**src/rtl/mbf_pkg.sv**
```systemverilog
`timescale 1ns/1ps
package mbf_pkg;
  localparam int DATA_W    = 8;
  localparam int ADDR_W    = 8;
  localparam int SLOT_W    = 3;
  localparam int NUM_WREGS = 5;

  typedef enum logic [SLOT_W-1:0] {
    SLOT_CMD = 3'd0,
    SLOT_PA  = 3'd1,
    SLOT_PB  = 3'd2,
    SLOT_PC  = 3'd3,
    SLOT_TLO = 3'd4,
    SLOT_THI = 3'd5,
    SLOT_NA6 = 3'd6,
    SLOT_NA7 = 3'd7
  } slot_e;
endpackage

```
**src/rtl/mbf_addr_latch.sv**
```systemverilog
`timescale 1ns/1ps
module mbf_addr_latch #(
  parameter int ADDR_W = 8
) (
  input  logic              clk_i,
  input  logic              rst_ni,
  input  logic              ale_i,
  input  logic [ADDR_W-1:0] ad_i,
  input  logic              io_sel_i,
  input  logic              cs_n_i,
  output logic [ADDR_W-1:0] addr_o,
  output logic              io_o,
  output logic              sel_o
);
  logic cs_n_q;

  // follows the bus while the strobe is high, holds once it falls
  always_ff @(posedge clk_i or negedge rst_ni) begin
    if (!rst_ni) begin
      addr_o <= '0;
      io_o   <= 1'b0;
      cs_n_q <= 1'b1;
    end else if (ale_i) begin
      addr_o <= ad_i;
      io_o   <= io_sel_i;
      cs_n_q <= cs_n_i;
    end
  end

  assign sel_o = ~cs_n_q;
endmodule

```
**src/rtl/mbf_strobe.sv**
```systemverilog
`timescale 1ns/1ps
module mbf_strobe (
  input  logic clk_i,
  input  logic rst_ni,
  input  logic sel_i,
  input  logic rd_ni,
  input  logic wr_ni,
  output logic wr_fire_o,
  output logic rd_start_o,
  output logic oe_o
);
  logic wr_nq, rd_nq;

  always_ff @(posedge clk_i or negedge rst_ni) begin
    if (!rst_ni) begin
      wr_nq <= 1'b1;
      rd_nq <= 1'b1;
    end else begin
      wr_nq <= wr_ni;
      rd_nq <= rd_ni;
    end
  end

  // one write per strobe, taken in its first low cycle
  assign wr_fire_o  = sel_i & ~wr_ni & wr_nq;
  // write wins over read: no drive while wr is low
  assign oe_o       = sel_i & ~rd_ni & wr_ni;
  assign rd_start_o = oe_o & rd_nq;
endmodule

```
**src/rtl/mbf_ram.sv**
```systemverilog
`timescale 1ns/1ps
module mbf_ram #(
  parameter int ADDR_W = 8,
  parameter int DATA_W = 8
) (
  input  logic              clk_i,
  input  logic              we_i,
  input  logic [ADDR_W-1:0] addr_i,
  input  logic [DATA_W-1:0] wdata_i,
  output logic [DATA_W-1:0] rdata_o
);
  localparam int DEPTH = 1 << ADDR_W;

  logic [DATA_W-1:0] mem_q [DEPTH];

  always_ff @(posedge clk_i) begin
    if (we_i) mem_q[addr_i] <= wdata_i;
  end

  assign rdata_o = mem_q[addr_i];
endmodule

```
**src/rtl/mbf_io_regs.sv**
```systemverilog
`timescale 1ns/1ps
module mbf_io_regs
  import mbf_pkg::*;
#(
  parameter int DW    = 8,
  parameter int SW    = 3,
  parameter int NWREG = 5
) (
  input  logic             clk_i,
  input  logic             rst_ni,
  input  logic             we_i,
  input  logic             rd_start_i,
  input  logic [SW-1:0]    slot_i,
  input  logic [DW-1:0]    wdata_i,
  input  logic [DW-1:0]    status_i,
  input  logic [DW-1:0]    slot_rdata_i [NWREG],
  output logic [DW-1:0]    cmd_o,
  output logic [NWREG-1:0] reg_we_o,
  output logic             status_rd_o,
  output logic [DW-1:0]    rdata_o
);
  logic is_cmd;
  assign is_cmd = (slot_i == SW'(SLOT_CMD));

  always_ff @(posedge clk_i or negedge rst_ni) begin
    if (!rst_ni)             cmd_o <= '0;
    else if (we_i && is_cmd) cmd_o <= wdata_i;
  end

  for (genvar g = 0; g < NWREG; g++) begin : g_we
    assign reg_we_o[g] = we_i && (slot_i == SW'(g + 1));
  end

  assign status_rd_o = rd_start_i && is_cmd;

  always_comb begin
    rdata_o = '0;
    if (is_cmd) begin
      rdata_o = status_i;
    end else begin
      for (int k = 0; k < NWREG; k++) begin
        if (slot_i == SW'(k + 1)) rdata_o = slot_rdata_i[k];
      end
    end
  end
endmodule

```
**src/rtl/mux_bus_front.sv**
```systemverilog
`timescale 1ns/1ps
module mux_bus_front
  import mbf_pkg::*;
(
  input  logic                 clk_i,
  input  logic                 rst_ni,
  input  logic                 ale_i,
  input  logic [DATA_W-1:0]    ad_i,
  output logic [DATA_W-1:0]    ad_o,
  output logic                 ad_oe_o,
  input  logic                 io_sel_i,
  input  logic                 cs_n_i,
  input  logic                 rd_ni,
  input  logic                 wr_ni,
  output logic [DATA_W-1:0]    cmd_o,
  input  logic [DATA_W-1:0]    status_i,
  output logic                 status_rd_o,
  output logic [DATA_W-1:0]    wdata_o,
  output logic [NUM_WREGS-1:0] reg_we_o,
  input  logic [DATA_W-1:0]    pa_rdata_i,
  input  logic [DATA_W-1:0]    pb_rdata_i,
  input  logic [DATA_W-1:0]    pc_rdata_i,
  input  logic [DATA_W-1:0]    tlo_rdata_i,
  input  logic [DATA_W-1:0]    thi_rdata_i
);
  logic [ADDR_W-1:0] addr_lat;
  logic              io_lat, sel_lat;
  logic              wr_fire, rd_start, oe;
  logic [DATA_W-1:0] ram_rdata, io_rdata;
  logic [DATA_W-1:0] slot_rdata [NUM_WREGS];

  assign slot_rdata[0] = pa_rdata_i;
  assign slot_rdata[1] = pb_rdata_i;
  assign slot_rdata[2] = pc_rdata_i;
  assign slot_rdata[3] = tlo_rdata_i;
  assign slot_rdata[4] = thi_rdata_i;

  mbf_addr_latch #(.ADDR_W(ADDR_W)) u_latch (
    .clk_i, .rst_ni, .ale_i, .ad_i(ad_i[ADDR_W-1:0]), .io_sel_i, .cs_n_i,
    .addr_o(addr_lat), .io_o(io_lat), .sel_o(sel_lat)
  );

  mbf_strobe u_strobe (
    .clk_i, .rst_ni, .sel_i(sel_lat), .rd_ni, .wr_ni,
    .wr_fire_o(wr_fire), .rd_start_o(rd_start), .oe_o(oe)
  );

  mbf_ram #(.ADDR_W(ADDR_W), .DATA_W(DATA_W)) u_ram (
    .clk_i, .we_i(wr_fire & ~io_lat), .addr_i(addr_lat),
    .wdata_i(ad_i), .rdata_o(ram_rdata)
  );

  mbf_io_regs #(.DW(DATA_W), .SW(SLOT_W), .NWREG(NUM_WREGS)) u_regs (
    .clk_i, .rst_ni,
    .we_i(wr_fire & io_lat), .rd_start_i(rd_start & io_lat),
    .slot_i(addr_lat[SLOT_W-1:0]), .wdata_i(ad_i), .status_i,
    .slot_rdata_i(slot_rdata), .cmd_o, .reg_we_o, .status_rd_o,
    .rdata_o(io_rdata)
  );

  assign wdata_o = ad_i;
  assign ad_oe_o = oe;
  assign ad_o    = oe ? (io_lat ? io_rdata : ram_rdata) : '0;
endmodule

```
**config.mk**
```make
export PLATFORM = sky130hd
export DESIGN_NAME = mux_bus_front
export DESIGN_NICKNAME = d
export VERILOG_FILES = /design/src/rtl/mbf_pkg.sv /design/src/rtl/mbf_addr_latch.sv /design/src/rtl/mbf_strobe.sv /design/src/rtl/mbf_ram.sv /design/src/rtl/mbf_io_regs.sv /design/src/rtl/mux_bus_front.sv
export SDC_FILE = /design/constraint.sdc
export NUM_CORES = 2
export LEC_CHECK = 0
export CAP_MARGIN = 0
export CORE_ASPECT_RATIO = 1.5
export CORE_MARGIN = 2
export CORE_UTILIZATION = 40
export CTS_CLUSTER_SIZE = 25
export DETAILED_ROUTE_END_ITERATION = 12
export PLACE_DENSITY = 0.58
export SYNTH_ARGS = -nofsm -noshare
export SYNTH_HDL_FRONTEND = slang
export SYNTH_SLANG_ARGS = --single-unit
```
**constraint.sdc**
```tcl
create_clock -name clk_i -period 4.1 [get_ports clk_i]
set_clock_uncertainty 0.2 [all_clocks]
set_input_delay 1.23 -clock clk_i [delete_from_list [all_inputs] [get_ports clk_i]]
set_output_delay 1.23 -clock clk_i [all_outputs]
set_load 0.01 [all_outputs]
```
# After elaboration in Yosys (flattened, before gate mapping)
# Memory sizes are Yosys's and may differ from the RTL's.
# Index checks and enable logic that the tools add are counted.
dict set report word_totals {
  input_bits 63
  mem_bits_rw 2048
  n_memories 1
  output_inout_bits 31
  mem_bits_ro 0
  latch_bits 0
  reg_bits 20
}
dict set report classes {
  n_reduce_logical 8
  shift 0
  mul 0
  bitwise 12
  eq_ne 5
  order_cmp 0
  n_mux 10
  addsub 0
  div_mod_pow 0
}
# memory words word_bits rd rd_ports_with_merged_regs wr line_no
set mem_list {}
lappend mem_list {u_ram.mem_q 256 8 1 0 1 mbf_ram.sv:14} ;# logic [DATA_W-1:0] mem_q [DEPTH];
# op count
set ops {}
lappend ops {{two-way mux 8 bit} 8}
lappend ops {{bitwise AND 1 bit} 8}
lappend ops {{logical AND 1 bit} 7}
lappend ops {{equality test 3 x 2 -> 1 bit, second input constant} 2}
lappend ops {{equality test 3 bit, second input constant} 2}
lappend ops {{inverter 1 bit} 4}
lappend ops {{equality test 3 x 1 -> 1 bit, second input constant} 1}
lappend ops {{logical NOT 3 bit} 1}
lappend ops {{two-way mux 1 bit} 2}

# Longest topological paths before layout
dict set report depth {
  ltp_word 9
  ltp_mapped 13
  mapped_depth_nobuf 7
}

# By module
# From an unflattened synthesis, not the netlist that was laid out.
dict set report unflattened {
  hier_cells 3676
  hier_area_um2 79875.4
}
# module seq_area_each_um2 cells_each n_inst area_per_inst_um2
set modules_own_cells {}
lappend modules_own_cells {mbf_ram 61499.0 3539 1 78332.6}
lappend modules_own_cells {mbf_io_regs 200.2 82 1 819.5}
lappend modules_own_cells {mbf_addr_latch 251.5 22 1 416.6}
lappend modules_own_cells {mux_bus_front 0.0 28 1 225.2}
lappend modules_own_cells {mbf_strobe 52.6 5 1 81.3}

# Worst setup path after synthesis
# No wires, ideal clock.
dict set report synth_timing {
  path_kind {reg2out}
  start {register u_latch.addr_o[1]}
  end {output ad_o[0]}
  t_required_ns 2.670
  t_arrival_ns 2.527
  path_stages_with_launch 9
  n_path_buf 3
  slack_ns 0.143
  path_cell_list {dfrtp_1 -> buf_4 -> buf_2 -> buf_1 -> mux4_2 -> a221oi_1 -> o211ai_1 -> a311o_1 -> a32o_1}
}
dict set report synth_via {
  elab_chain_len 9
}
# item line_no
set synth_rtl {}
lappend synth_rtl {{start: declaration} mbf_addr_latch.sv:11} ;# output logic [ADDR_W-1:0] addr_o,
lappend synth_rtl {{start signal: assignment} mbf_addr_latch.sv:24} ;# addr_o <= ad_i;
lappend synth_rtl {{parallel branches: the longest is 7 deep, another holds memory (256 x 8 bit)} n/a}
lappend synth_rtl {{two-way mux 8 bit (*) (2 in a row)} mux_bus_front.sv:63} ;# assign ad_o = oe ? (io_lat ? io_rdata : ram_rdata) : '0;
lappend synth_rtl {{end: declaration} mux_bus_front.sv:9} ;# output logic [DATA_W-1:0] ad_o,
# Mark *: on every way between the ends.

# Worst setup path in the final report
dict set report layout_timing {
  start {register u_latch.addr_o[0]}
  end {output ad_o[4]}
}
# Same word-level chain as after synthesis.

==> flow_summary.ini <==
[setup_path]
endpoint_kind = primary output
cpPeakStageDelay_ns = 0.57
cp_cell_sequence = buf_4, buf_12, bufbuf_16, buf_6, mux4_2, a22oi_2, a21oi_2, or4_4, a22oi_2, buf_4, a31oi_4, buf_6
critPathBufInv = 6
crit_slowest_cell = or4_4
critPathMaxFanout = 5
crit_path_start_kind = register
critical_path_class = register to primary output
crit_family = buffers and inverters
crit_required_ns = 2.67
arrival_ns = 4.15

[sta]
tightest_slew_ns = 1.17
finalSetupViolations = 10
fmax_mhz = 179
hold_viol = 0
rsz0062_at_grt = yes
relSlewSlack = 0.223
finalSetupTns_ns = -11.39
whs_ns = 0.310
setup_slack_ns = -1.48
period_share = 1.36
slew_viol_final = 0
period_needed_ns = 5.58

[drt]
via_per_inst = 5.70
drt-met1-wl_mm = 87.5
wl_per_cell_um = 32.0
drc = 0
num_vias = 43179
wl_met3_mm = 14.4
drt_first_iter_violations = 4281
top_layer = met5
final_antenna_net_count = 0
drt_pass1_iterations = 5
routed-wl-met2_mm = 128
totalWireLength_mm = 242

[yosys]
synth.net_count = 3866
mappedNetlistArea_um2 = 80700
ys_seq_area_frac = 0.768
ys_ff_latch = 2068
ys_async_sr_fraction = 0.00967
yosys.area_share.simple = 0.0262
yosysTopAreaCellShare = 0.762
syn_avg_cell_area_um2 = 21.2
synth_xor_xnor_area_share = 0
netlist_instances = 3803
synth_top_family_by_area = multiplexers
synth_top_cell_by_area = edfxtp_1
synthAdderAreaFrac = 0
synth-edff-count = 2048
synth_compound_area_frac = 0.0304
synthMuxAreaShare = 0.157
synth.distinct_cells = 55
yosys_warnings = 0
ys.flop_type = edfxtp_1
synth_area_leaders = edfxtp_1 (76%), mux4_2 (14%), nor2_1 (1.4%), mux2i_1 (1.2%), a22oi_1 (0.94%)

[die]
fp.coreArea_um2 = 200000
io_pins = 94
fp-row-count = 201
dieArea_um2 = 205000
initial_utilization = 0.403
die_x_um = 371
die_h_um = 554

[clock_network]
hold_buffers = 0
clock-sinks = 2068
numCtsBuffers = 189
worstSkewPairLatency_ns = 0.84
cts_root_buf = clkbuf_16
cts_tree = built
htreeDepth = 4
clkTransAtPathRegs_ns = 0.07
cts_buffer_depth = 4

[finish]
fin_nets = 4861
drive_gt1_frac = 0.387
fillers = 16234
multiInputGateArea_um2 = 18200
seqCellArea_um2 = 62000
final_area_um2 = 99500
syn_to_final_growth_pct = 23.3

[place]
port_buffers = 93
post_dp_cell_area_um2 = 91300
dpl.hpwl_mm = 160
place_congestion = 0.899
post-place-ws_ns = -1.43

[hold_path]
min_path_type = register to register

[pwr]
vdd_ir_drop_max_uv = 316
p_leak_nw = 32.8
p_per_area_nw_per_um2 = 462

[run]
maxCapViolCount = 0

[grt]
track_usage = 0.235
grt-ovfl-total = 0
antenna_found_initial = 8
grt_max_degree = 166
grt_pass1_vias = 44663
grt_pass1_wl_mm = 340

[status]
status = finished with violations
violations = setup timing
[layout by cell type, fill, tap and decap left out, types with 9 or more instances in the layout]
master	netlist	routed
clkdlybuf4s50_1	0	70
edfxtp_1	2048	2048
a22oi_2	0	31
clkbuf_16	0	193
a21oi_2	0	19
mux2_2	35	32
clkinv_1	0	46
a21oi_1	70	51
inv_1	10	10
nand2_1	65	58
mux2i_1	97	88
buf_6	18	32
clkbuf_1	78	38
nand2b_1	14	12
dfrtp_1	17	12
o21ai_0	47	35
a22oi_1	101	70
nand3_1	30	23
a22o_1	18	17
clkinv_2	0	29
buf_12	1	103
nor2_1	297	292
a31oi_1	11	9
bufinv_16	0	15
a221oi_2	0	10
buf_8	2	10
a211oi_1	14	9
nor3_1	14	10
o22ai_1	39	33
buf_4	49	790
nor2b_1	19	14
buf_16	0	23
mux4_2	492	494
[worst reg2reg max path, cell delays in order (launching register included)]
cell and delay (ns):
dfrtp_4 0.54, buf_12 0.16, buf_16 0.15, buf_6 0.14
buf_4 0.16, nor2b_1 0.47, nand2_1 0.58, buf_4 0.49
nor2_1 0.27, buf_4 0.17
[worst paths after layout]
| check | from | endpoint | slack, ns | cells after the start |
|---|---|---|---|---|
| max | u_latch.addr_o[0] | ad_o[4] | -1.48 | 12 |
| min | u_regs.cmd_o[3] | u_regs.cmd_o[3] | 0.31 | 1 |
| max reg2reg | u_latch.addr_o[1] | u_ram.mem_q[241][1] | 0.45 | 9 |
| min reg2reg | u_regs.cmd_o[3] | u_regs.cmd_o[3] | 0.31 | 1 |
| max in group asynchronous | rst_ni | u_latch.addr_o[2] | 2.14 | 1 |
| min in group asynchronous | rst_ni | u_latch.addr_o[7] | 0.79 | 1 |
[flip-flops by register name, summed over array words and instances (netlist names)]
| name | cells |
|---|---|
| u_ram.mem_q | 2048 |
| u_latch.addr_o | 8 |
| u_regs.cmd_o | 8 |
| u_latch.cs_n_q | 1 |
| u_strobe.wr_nq | 1 |
| u_strobe.rd_nq | 1 |
| u_latch.io_o | 1 |
[synthesized netlist by cell type (9+ instances only)]
| cell | count |
|---|---|
| edfxtp_1 | 2048 |
| mux4_2 | 492 |
| nor2_1 | 297 |
| a22oi_1 | 101 |
| mux2i_1 | 97 |
| buf_2 | 79 |
| clkbuf_1 | 78 |
| a21oi_1 | 70 |
| nand2_1 | 65 |
| buf_4 | 49 |
| o21ai_0 | 47 |
| o22ai_1 | 39 |
| mux2_2 | 35 |
| nand3_1 | 30 |
| a221oi_1 | 21 |
| nor2b_1 | 19 |
| a22o_1 | 18 |
| buf_6 | 18 |
| dfrtp_1 | 17 |
| a211oi_1 | 14 |
| buf_1 | 14 |
| nand2b_1 | 14 |
| nor3_1 | 14 |
| a31oi_1 | 11 |
| inv_1 | 10 |
| mux4_1 | 10 |
| and2_1 | 9 |
[per-stage QoR]
step	utilization	std cells	power, mW
2_1_floorplan	-	3803	26.0
3_3_place_gp	0.456	7153	28.7
3_5_place_dp	0.456	7153	28.7
4_1_cts	0.494	7549	46.1
5_1_grt	0.497	7576	47.1
6_report	0.497	7578	46.0
[where the power goes]
group / leakage, nW / internal (mW) / total (mW) / switching, mW
combinational: 11.3 / 2.52 / 5.58 / 3.07
sequential: 18.6 / 23.3 / 23.3 / 0.0301
clock: 2.84 / 9.50 / 17.1 / 7.61
total: 32.8 / 35.3 / 46.0 / 10.7
[what timing repair did]
item | in CTS | in global routing
setup endpoints to repair | 14 | 14
buffers inserted | 59 | 31
resized for setup | 245 | 95
cloned | 14 | 2
pin swaps | 44 | 43
[cell families (layout without fill, tap and decap cells)]
group                  after synthesis  in the layout
flip-flops                        2068           2068
multiplexers                       634            634
other                                0              3
buffers and inverters              253           1386
AO/OA/AOI/OAI                      362            362
AND/OR/NAND/NOR                    486            486
[final cells by class]
class,count,share of cell area
sequential,2068,0.623
multi-input combinational,1482,0.183
timing repair buffer,1047,0.101
clock buffer,231,0.0498
tap,2639,0.0332
clock inverter,98,0.00865
inverter,10,0.000377
antenna,3,0.0000755
[routing by layer]
layer,up-vias,global-route usage
met5,-,0
met4,8,0.105
met3,450,0.0303
met2,1712,0.419
met1,23137,0.282
li1,17872,-
No activity file was read; power rests on OpenSTA's default activity.
